<file path="src/rtl/eclk_pkg.sv">
`timescale 1ns/1ps
package eclk_pkg;
  typedef enum logic [1:0] {
    MODE_NSC = 2'b00,
    MODE_SSC = 2'b01,
    MODE_EXP = 2'b10,
    MODE_PER = 2'b11
  } eclk_mode_e;
endpackage

</file>
<file path="src/rtl/eclk_sync.sv">
`timescale 1ns/1ps
module eclk_sync #(
  parameter int STAGES = 2
) (
  input  logic clk,
  input  logic rst_n,
  input  logic d,
  output logic q
);
  logic [STAGES-1:0] chain_q;
  logic [STAGES-1:0] chain_d;

  generate
    if (STAGES == 1) begin : g_single
      assign chain_d = d;
    end else begin : g_multi
      assign chain_d = {chain_q[STAGES-2:0], d};
    end
  endgenerate

  always_ff @(posedge clk or negedge rst_n) begin
    if (!rst_n) chain_q <= '0;
    else        chain_q <= chain_d;
  end

  assign q = chain_q[STAGES-1];
endmodule

</file>
<file path="src/rtl/eclk_phase.sv">
`timescale 1ns/1ps
module eclk_phase #(
  parameter int XW = 2
) (
  input  logic          clk,
  input  logic          rst_n,
  input  logic          halt,
  input  logic          stretch_req,
  input  logic [XW-1:0] stretch_xtra,
  output logic          phase_o
);
  localparam logic [XW-1:0] ONE = XW'(1);

  logic          ph_q, ph_d;
  logic [XW-1:0] left_q, left_d;

  always_comb begin
    ph_d   = ph_q;
    left_d = left_q;
    if (halt) begin
      ph_d   = 1'b0;
      left_d = '0;
    end else if (!ph_q) begin
      ph_d   = 1'b1;
      left_d = stretch_req ? stretch_xtra : '0;
    end else if (left_q != '0) begin
      left_d = left_q - ONE;
    end else begin
      ph_d = 1'b0;
    end
  end

  always_ff @(posedge clk or negedge rst_n) begin
    if (!rst_n) begin
      ph_q   <= 1'b0;
      left_q <= '0;
    end else begin
      ph_q   <= ph_d;
      left_q <= left_d;
    end
  end

  assign phase_o = ph_q;
endmodule

</file>
<file path="src/rtl/eclk_oe_ctl.sv">
`timescale 1ns/1ps
module eclk_oe_ctl
  import eclk_pkg::*;
(
  input  logic       clk,
  input  logic       rst_n,
  input  logic       halt,
  input  logic       low_phase,
  input  logic [1:0] mode_sel,
  input  logic       sw_wr,
  input  logic       sw_val,
  output logic       oe_o
);
  eclk_mode_e mode;
  logic sw_set_q, sw_set_d;
  logic sw_val_q, sw_val_d;
  logic en_q, en_d;
  logic dflt_en, want_en, apply_en;

  assign mode = eclk_mode_e'(mode_sel);

  always_comb begin
    dflt_en  = (mode == MODE_SSC) || (mode == MODE_EXP);
    want_en  = sw_set_q ? sw_val_q : dflt_en;
    apply_en = !halt && low_phase;
    sw_set_d = sw_set_q | sw_wr;
    sw_val_d = sw_wr ? sw_val : sw_val_q;
    en_d     = apply_en ? want_en : en_q;
  end

  always_ff @(posedge clk or negedge rst_n) begin
    if (!rst_n) begin
      sw_set_q <= 1'b0;
      sw_val_q <= 1'b0;
      en_q     <= 1'b0;
    end else begin
      sw_set_q <= sw_set_d;
      sw_val_q <= sw_val_d;
      en_q     <= en_d;
    end
  end

  assign oe_o = en_q && (mode != MODE_PER);
endmodule

</file>
<file path="src/rtl/eclk_gen.sv">
`timescale 1ns/1ps
module eclk_gen
  import eclk_pkg::*;
#(
  parameter int XW          = 2,
  parameter int SYNC_STAGES = 2
) (
  input  logic          clk_osc,
  input  logic          rst_n,
  input  logic [1:0]    mode_sel,
  input  logic          sw_wr,
  input  logic          sw_en_val,
  input  logic          stop_req,
  input  logic          stretch_req,
  input  logic [XW-1:0] stretch_xtra,
  input  logic          eclk_in,
  output logic          eclk_pad_o,
  output logic          eclk_pad_oe,
  output logic          bus_data_phase
);
  logic rst_core_n;
  logic stop_q;
  logic halt;
  logic phase_int;
  logic ext_phase;

  eclk_sync #(.STAGES(SYNC_STAGES)) u_rst_sync (
    .clk   (clk_osc),
    .rst_n (rst_n),
    .d     (1'b1),
    .q     (rst_core_n)
  );

  always_ff @(posedge clk_osc or negedge rst_core_n) begin
    if (!rst_core_n) stop_q <= 1'b0;
    else             stop_q <= stop_req;
  end

  assign halt = stop_req | stop_q;

  eclk_phase #(.XW(XW)) u_phase (
    .clk          (clk_osc),
    .rst_n        (rst_core_n),
    .halt         (halt),
    .stretch_req  (stretch_req),
    .stretch_xtra (stretch_xtra),
    .phase_o      (phase_int)
  );

  eclk_oe_ctl u_oe (
    .clk       (clk_osc),
    .rst_n     (rst_core_n),
    .halt      (halt),
    .low_phase (!phase_int),
    .mode_sel  (mode_sel),
    .sw_wr     (sw_wr),
    .sw_val    (sw_en_val),
    .oe_o      (eclk_pad_oe)
  );

  eclk_sync #(.STAGES(SYNC_STAGES)) u_ext_sync (
    .clk   (clk_osc),
    .rst_n (rst_core_n),
    .d     (eclk_in),
    .q     (ext_phase)
  );

  assign eclk_pad_o     = phase_int & eclk_pad_oe;
  assign bus_data_phase = (mode_sel == MODE_PER) ? ext_phase : phase_int;
endmodule

</file>
<file path="config.mk">
export PLATFORM = sky130hd
export DESIGN_NAME = eclk_gen
export DESIGN_NICKNAME = d
export VERILOG_FILES = /design/src/rtl/eclk_pkg.sv /design/src/rtl/eclk_sync.sv /design/src/rtl/eclk_phase.sv /design/src/rtl/eclk_oe_ctl.sv /design/src/rtl/eclk_gen.sv
export SDC_FILE = /design/constraint.sdc
export NUM_CORES = 1
export LEC_CHECK = 0
export ABC_CLOCK_PERIOD_IN_PS = 940
export CAP_MARGIN = 20
export CORE_AREA = 8 8 45 47
export DETAILED_ROUTE_END_ITERATION = 16
export DIE_AREA = 0 0 53 55
export PLACE_DENSITY = 0.66
export SYNTH_ARGS = -nofsm -noshare
export SYNTH_HDL_FRONTEND = slang
export SYNTH_SLANG_ARGS = --single-unit
</file>
<file path="constraint.sdc">
create_clock -name clk_osc -period 0.94 [get_ports clk_osc]
set_clock_uncertainty 0.15 [all_clocks]
set_input_delay 0.094 -clock clk_osc [delete_from_list [all_inputs] [get_ports clk_osc]]
set_output_delay 0.094 -clock clk_osc [all_outputs]
set_load 0.01 [all_outputs]
</file>
==> flow_summary.json, run 1 <==
{
  "ir_worst_vdd_v": 0.0006838,
  "layout_commonest_cell": "dfrtp_1",
  "postRouteWirelength_um": 865,
  "setup_viol": 7,
  "drt-initial-drc-count": 2,
  "drtPass1Iterations": 3,
  "die-width_um": 53,
  "synth_sequential_area_ratio_pct": 62.32,
  "critical_path_peak_fanout": 3,
  "post_route_cells_drive_above_1_share_pct": 42.11,
  "achievable-frequency_mhz": 769.2,
  "finish.cell_count_without_fillers": 73,
  "start_util_pct": 31.92,
  "syn-num-nets": 48,
  "antenna_cells_inserted": 0,
  "avgViaCountPerCell": 4.342,
  "worstSetupPathType": "reg2out",
  "leakage_dissipation_nw": 0.3179,
  "whs_ns": -0.009895,
  "coreArea_um2": 1384,
  "cts_buffer_depth": 2,
  "outcome": "finished with violations",
  "report.final.slew_viol_count": 0,
  "min_period_over_period_pct": 138.3,
  "synth_seq_cells": 11,
  "cts_inserted_buffers": 3,
  "leftover_overflow_at_the_end_of_global_routing": 0,
  "cp-start-kind": "flop",
  "min-delay-path-class": "reg2async",
  "setup.worst_path.end_class": "output pin",
  "syn2layout_area_growth_pct": 63.46,
  "layout_min_cycle_time_ns": 1.300,
  "violations": "hold timing, setup timing",
  "finalHoldViolations": 9,
  "yosys.area.top_type_share_pct": 62.32,
  "layout.nets": 71,
  "grt_pass1_vias": 334,
  "via_count": 317,
  "worstRegToRegCells": 5,
  "dp_slack_ns": -0.8463,
  "avgSynthCellArea_um2": 12.62,
  "buffer_ports.inserted": 13,
  "dieArea_um2": 2915,
  "antenna_found_initial": 0,
  "crit_required_ns": 0.70,
  "critical_path.reg2reg.endpoint": "u_phase.left_q[1]",
  "post_route_cell_area_um2": 721.9,
  "cts_tree": "done",
  "synthDistinctLibCells": 20,
  "ys.warnings.count": 0,
  "reg2reg_setup_slack_ns": -0.20,
  "post-route-drc-count": 0,
  "pin_count_of_the_biggest_net_entering_global_routing": 10,
  "detail_route.wl_per_cell_um": 11.85,
  "share_of_the_core_filled_with_cells_pct": 52.17,
  "worst_path_setup_slack_after_routing_ns": -0.3601,
  "clk_pin_slew_ns": 0.07,
  "die_height_um": 55,
  "fin_tns_setup_ns": -1.566,
  "pwrdens_nw_per_um2": 1429,
  "post_synth_inst_count": 35,
  "yosysTopAreaCell": "dfrtp_1",
  "most_area_consuming_cells_after_synthesis": "dfrtp_1 62%, ha_1 5.7%, mux2_1 5.1%, a21oi_1 2.3%, mux2i_1 2.3%",
  "netlist_area_um2": 441.7,
  "cts_max_level": 1,
  "final_gp_congestion": 0.6602,
  "grt_util_all_layers_pct": 6.689,
  "floorplan.rows": 14,
  "route.antenna.remaining_nets": 0,
  "clk_latency_ns": 0.26,
  "startpoint_of_the_worst_register_to_register_path": "u_phase.left_q[1]",
  "timing.max_cap.violations": 0,
  "place_inst": 67,
  "rsz0062_at_grt": "true",
  "cts-root-buf": "clkbuf_4",
  "tritoncts_num_sinks": 11,
  "placed_area_um2": 635.6,
  "first_pass_grt_wire_length_um": 1386,
  "design.portCount": 14,
  "dp_hpwl_um": 665,
  "design_power_total_mw": 1.032,
  "most-common-layout-cells": "11 x dfrtp_1, 8 x clkdlybuf4s50_1, 4 x buf_6",
  "timing.critical_path.arrival_ns": 1.06
}
## synth_stat cells, drive strengths merged
library cell / count
mux2i: 1
and2: 1
nor2: 3
ha: 2
nand4b: 1
nor3: 1
inv: 2
or2: 1
o22ai: 1
nor2b: 1
mux2: 2
xor2: 1
dfrtp: 11
nand3: 1
o21ai: 1
a211oi: 1
nand2: 1
conb: 1
a21oi: 2
## critical path: stages (launching register included)
cell	delay (ns)
dfrtp_1	0.40
mux2_4	0.28
buf_6	0.12
## cell type report
type / count / area (µm²)
Clock buffer: 3 / 22.52
Clock inverter: 1 / 5.005
Fill cell: 118 / 661.9
Inverter: 2 / 7.507
Multi-Input combinational cell: 22 / 216.5
Sequential cell: 11 / 275.3
Tap cell: 16 / 20.02
Timing Repair Buffer: 18 / 175.2
## registers in the layout, indices dropped and copies added, names as in the netlist
register,count
u_rst_sync.chain_q,2
u_phase.phase_o,1
u_oe.sw_val_q,1
u_ext_sync.chain_q,2
u_oe.en_q,1
stop_q,1
u_oe.sw_set_q,1
u_phase.left_q,2
## worst max path at each step
stage                      start                 to  slack [ns]  cells past startpoint
4_1_cts          u_phase.phase_o     bus_data_phase       -0.38                      2
3_3_place_gp         mode_sel[0]     bus_data_phase       -0.83                      4
2_1_floorplan  u_phase.left_q[0]  u_phase.left_q[1]       -0.16                      5
5_1_grt          u_phase.phase_o     bus_data_phase       -0.42                      2
3_5_place_dp         mode_sel[0]     bus_data_phase       -0.85                      4
6_report         u_phase.phase_o     bus_data_phase       -0.36                      2
## timing repair
action / in CTS / in global routing
buffers inserted: 0 / 1
setup endpoints to repair: 7 / 8
hold buffers: 1 / 0
gates resized for setup: 22 / 4
hold endpoints to repair: 7 / 0
pin swaps: 2 / 1
## per-layer routing
| layer | part of all wire [%] | track usage, % | vias to the layer above |
|---|---|---|---|
| li1 | - | - | 161 |
| met1 | 41 | 6.907 | 149 |
| met2 | 51 | 10.55 | 7 |
| met3 | 7.4 | 2.139 | 0 |
| met4 | 0 | 6.466 | 0 |
| met5 | 0 | 0 | - |
## power breakdown
| part | switching (mW) | internal [mW] |
|---|---|---|
| sequential | 0.0232 | 0.501 |
| combinational | 0.0692 | 0.135 |
| clock | 0.146 | 0.157 |
## cell families (layout without fill, tap and decap cells)
family	count (synthesis)	in the layout	synth area share, %
and+or+nand+nor	10	10	13.60
AOI/OAI and AO/OA	5	5	6.516
DFF	11	11	62.32
muxes	3	3	7.365
xor gates and xnor gates	1	1	1.983
adders and majority gates	2	2	5.665
buffers and inverters	2	24	1.700
other	1	1	0.8490
No activity file was read; power rests on OpenSTA's default activity.
==> inputs of run 2 (changes only) <==
- ABC_CLOCK_PERIOD_IN_PS: 940 -> 1300
- PLACE_DENSITY: 0.66 -> 0.63
- clock period: 0.94 -> 1.3 ns (I/O delays scaled with it)
==> run 2 against run 1 <==
  * Core utilization shrank 3.9 points
  * Global-route usage is the same
  * The run still ends with hold timing, setup timing left
  * Combinational power shrank 38%
  * Via count grew 5.7%
  * Sequential power shrank 28%
  * Routed wire length grew 1.6%
  * Flip-flop and latch count is the same
  * Final area shrank 7.5%
==> flow_summary.json, run 2 (synthesis results as in run 1) <==
{
  "outcome": "finished with violations",
  "violations": "hold timing, setup timing",
  "cp-start-kind": "flop",
  "post-route-drc-count": 0,
  "leftover_overflow_at_the_end_of_global_routing": 0,
  "layout_min_cycle_time_ns": 1.341,
  "worstSetupPathType": "reg2out",
  "dp_slack_ns": -0.5549,
  "crit_required_ns": 1.02,
  "layout_commonest_cell": "dfrtp_1",
  "cts_inserted_buffers": 3,
  "route.antenna.remaining_nets": 0,
  "dieArea_um2": 2915,
  "critical_path.max_stage_delay_ns": 0.40,
  "clk_latency_ns": 0.26,
  "regArea_um2": 275.3,
  "antenna_found_initial": 0,
  "buffer_ports.inserted": 13,
  "cts_tree": "done",
  "cp.depth": 2,
  "post_route_cells_drive_above_1_share_pct": 27.59,
  "die-width_um": 53,
  "design.portCount": 14,
  "setup.worst_path.end_class": "output pin",
  "cts-root-buf": "clkbuf_4",
  "total_area_of_multi_input_combinational_cells_um2": 165.2,
  "timing.critical_path.arrival_ns": 1.06,
  "drt-initial-drc-count": 7,
  "tritoncts_num_sinks": 11,
  "finalHoldViolations": 9,
  "drtPass1Iterations": 4,
  "worst_path_max_delay_cell": "dfrtp_1",
  "detail_route.wl_per_cell_um": 11.88,
  "first_pass_grt_wire_length_um": 1331,
  "worstRegToRegCells": 5,
  "clk_pin_slew_ns": 0.07,
  "rsz0062_at_grt": "true",
  "min-delay-path-class": "reg2async",
  "placed_area_um2": 606.8,
  "coreArea_um2": 1384,
  "postRouteWirelength_um": 879,
  "startpoint_of_the_worst_register_to_register_path": "u_phase.phase_o",
  "timing.critical_path.max_delay_family": "flip-flops",
  "largest_registers": "u_ext_sync.chain_q: 2 flops, u_phase.left_q: 2 flops, u_rst_sync.chain_q: 2 flops",
  "critical_path_peak_fanout": 3,
  "dp_hpwl_um": 661.2,
  "fin_tns_setup_ns": -0.06150,
  "share_of_the_core_filled_with_cells_pct": 48.28,
  "design_power_total_mw": 0.7232,
  "ir_worst_vdd_v": 0.0006597,
  "final_gp_congestion": 0.7015,
  "pin_count_of_the_biggest_net_entering_global_routing": 10,
  "min_period_over_period_pct": 103.2,
  "die_height_um": 55,
  "cts_buffer_depth": 2,
  "final.fill_count": 128,
  "post_route_cell_area_um2": 668.1,
  "floorplan.rows": 14,
  "setup_viol": 2,
  "layout.nets": 72,
  "crit_chain": "mux2_4, buf_6",
  "most-common-layout-cells": "11 x dfrtp_1, 8 x clkdlybuf4s50_1, 5 x buf_4",
  "leakage_dissipation_nw": 0.3007,
  "whs_ns": -0.01564,
  "worst_path_setup_slack_after_routing_ns": -0.04149,
  "syn2layout_area_growth_pct": 51.27,
  "critical_path_buf_inv_count": 1,
  "antenna_cells_inserted": 0,
  "via_count": 335,
  "start_util_pct": 31.92,
  "grt_pass1_vias": 327,
  "avgViaCountPerCell": 4.527,
  "pwrdens_nw_per_um2": 1082,
  "achievable-frequency_mhz": 745.4,
  "cts_max_level": 1,
  "setup_crit_start": "u_phase.phase_o",
  "grt_util_all_layers_pct": 6.689,
  "timing.max_cap.violations": 0,
  "report.final.slew_viol_count": 0
}
run 2: changes by cell type in the layout (fill, tap and decap cells not counted), moves of 2 or more:
| cell | before | now |
|---|---|---|
| inv_1 | 0 | 2 |
| inv_2 | 2 | 0 |
| buf_4 | 3 | 5 |
| buf_6 | 4 | 1 |
run 2: report_power, final:
| part | leakage (nW) | switching, mW | total (mW) | internal [mW] |
|---|---|---|---|---|
| Sequential | 0.130 | 0.0141 | 0.377 | 0.362 |
| Combinational | 0.153 | 0.0439 | 0.126 | 0.0822 |
| Clock | 0.0177 | 0.107 | 0.220 | 0.114 |
run 2: timing repair:
item | in CTS | in global routing
setup buffers | 1 | 2
endpoints found under the setup margin | 3 | 3
pin swaps | 1 | 0
resized for setup | 16 | 0
hold buffers | 1 | 0
endpoints found under the hold margin | 2 | 0
run 2: layout make-up:
cell class | count | area share [%]
Sequential cell | 11 | 41.20
Timing Repair Buffer | 19 | 25.84
Multi-Input combinational cell | 22 | 24.72
Clock buffer | 3 | 3.371
Tap cell | 16 | 2.996
Inverter | 2 | 1.124
Clock inverter | 1 | 0.7491
run 2: per-stage QoR:
stage	cells	hold WS, ns
final	74	-0.01564
after global routing	74	0.02387
after CTS	72	0.003471
after detailed placement	66	-0.0002768
after global placement	66	-0.01016
after floorplan	35	-0.3156
run 2: final timing paths:
| kind | to | slack (ns) |
|---|---|---|
| max | bus_data_phase | -0.04 |
| max in group asynchronous | u_rst_sync.chain_q[1] | 0.47 |
| min reg2reg | u_ext_sync.chain_q[1] | -0.02 |
| min | u_ext_sync.chain_q[1] | -0.02 |
| min in group clk_osc | u_ext_sync.chain_q[0] | 0.16 |
| max reg2reg | u_oe.en_q | 0.10 |
run 2: per-layer routing:
| layer | wire length [µm] | GRT usage, % | vias to the layer above |
|---|---|---|---|
| li1 | - | - | 165 |
| met1 | 398 | 7.378 | 160 |
| met2 | 406 | 8.398 | 8 |
| met3 | 69 | 4.278 | 2 |
| met4 | 5 | 6.466 | 0 |
| met5 | 0 | 0 | - |
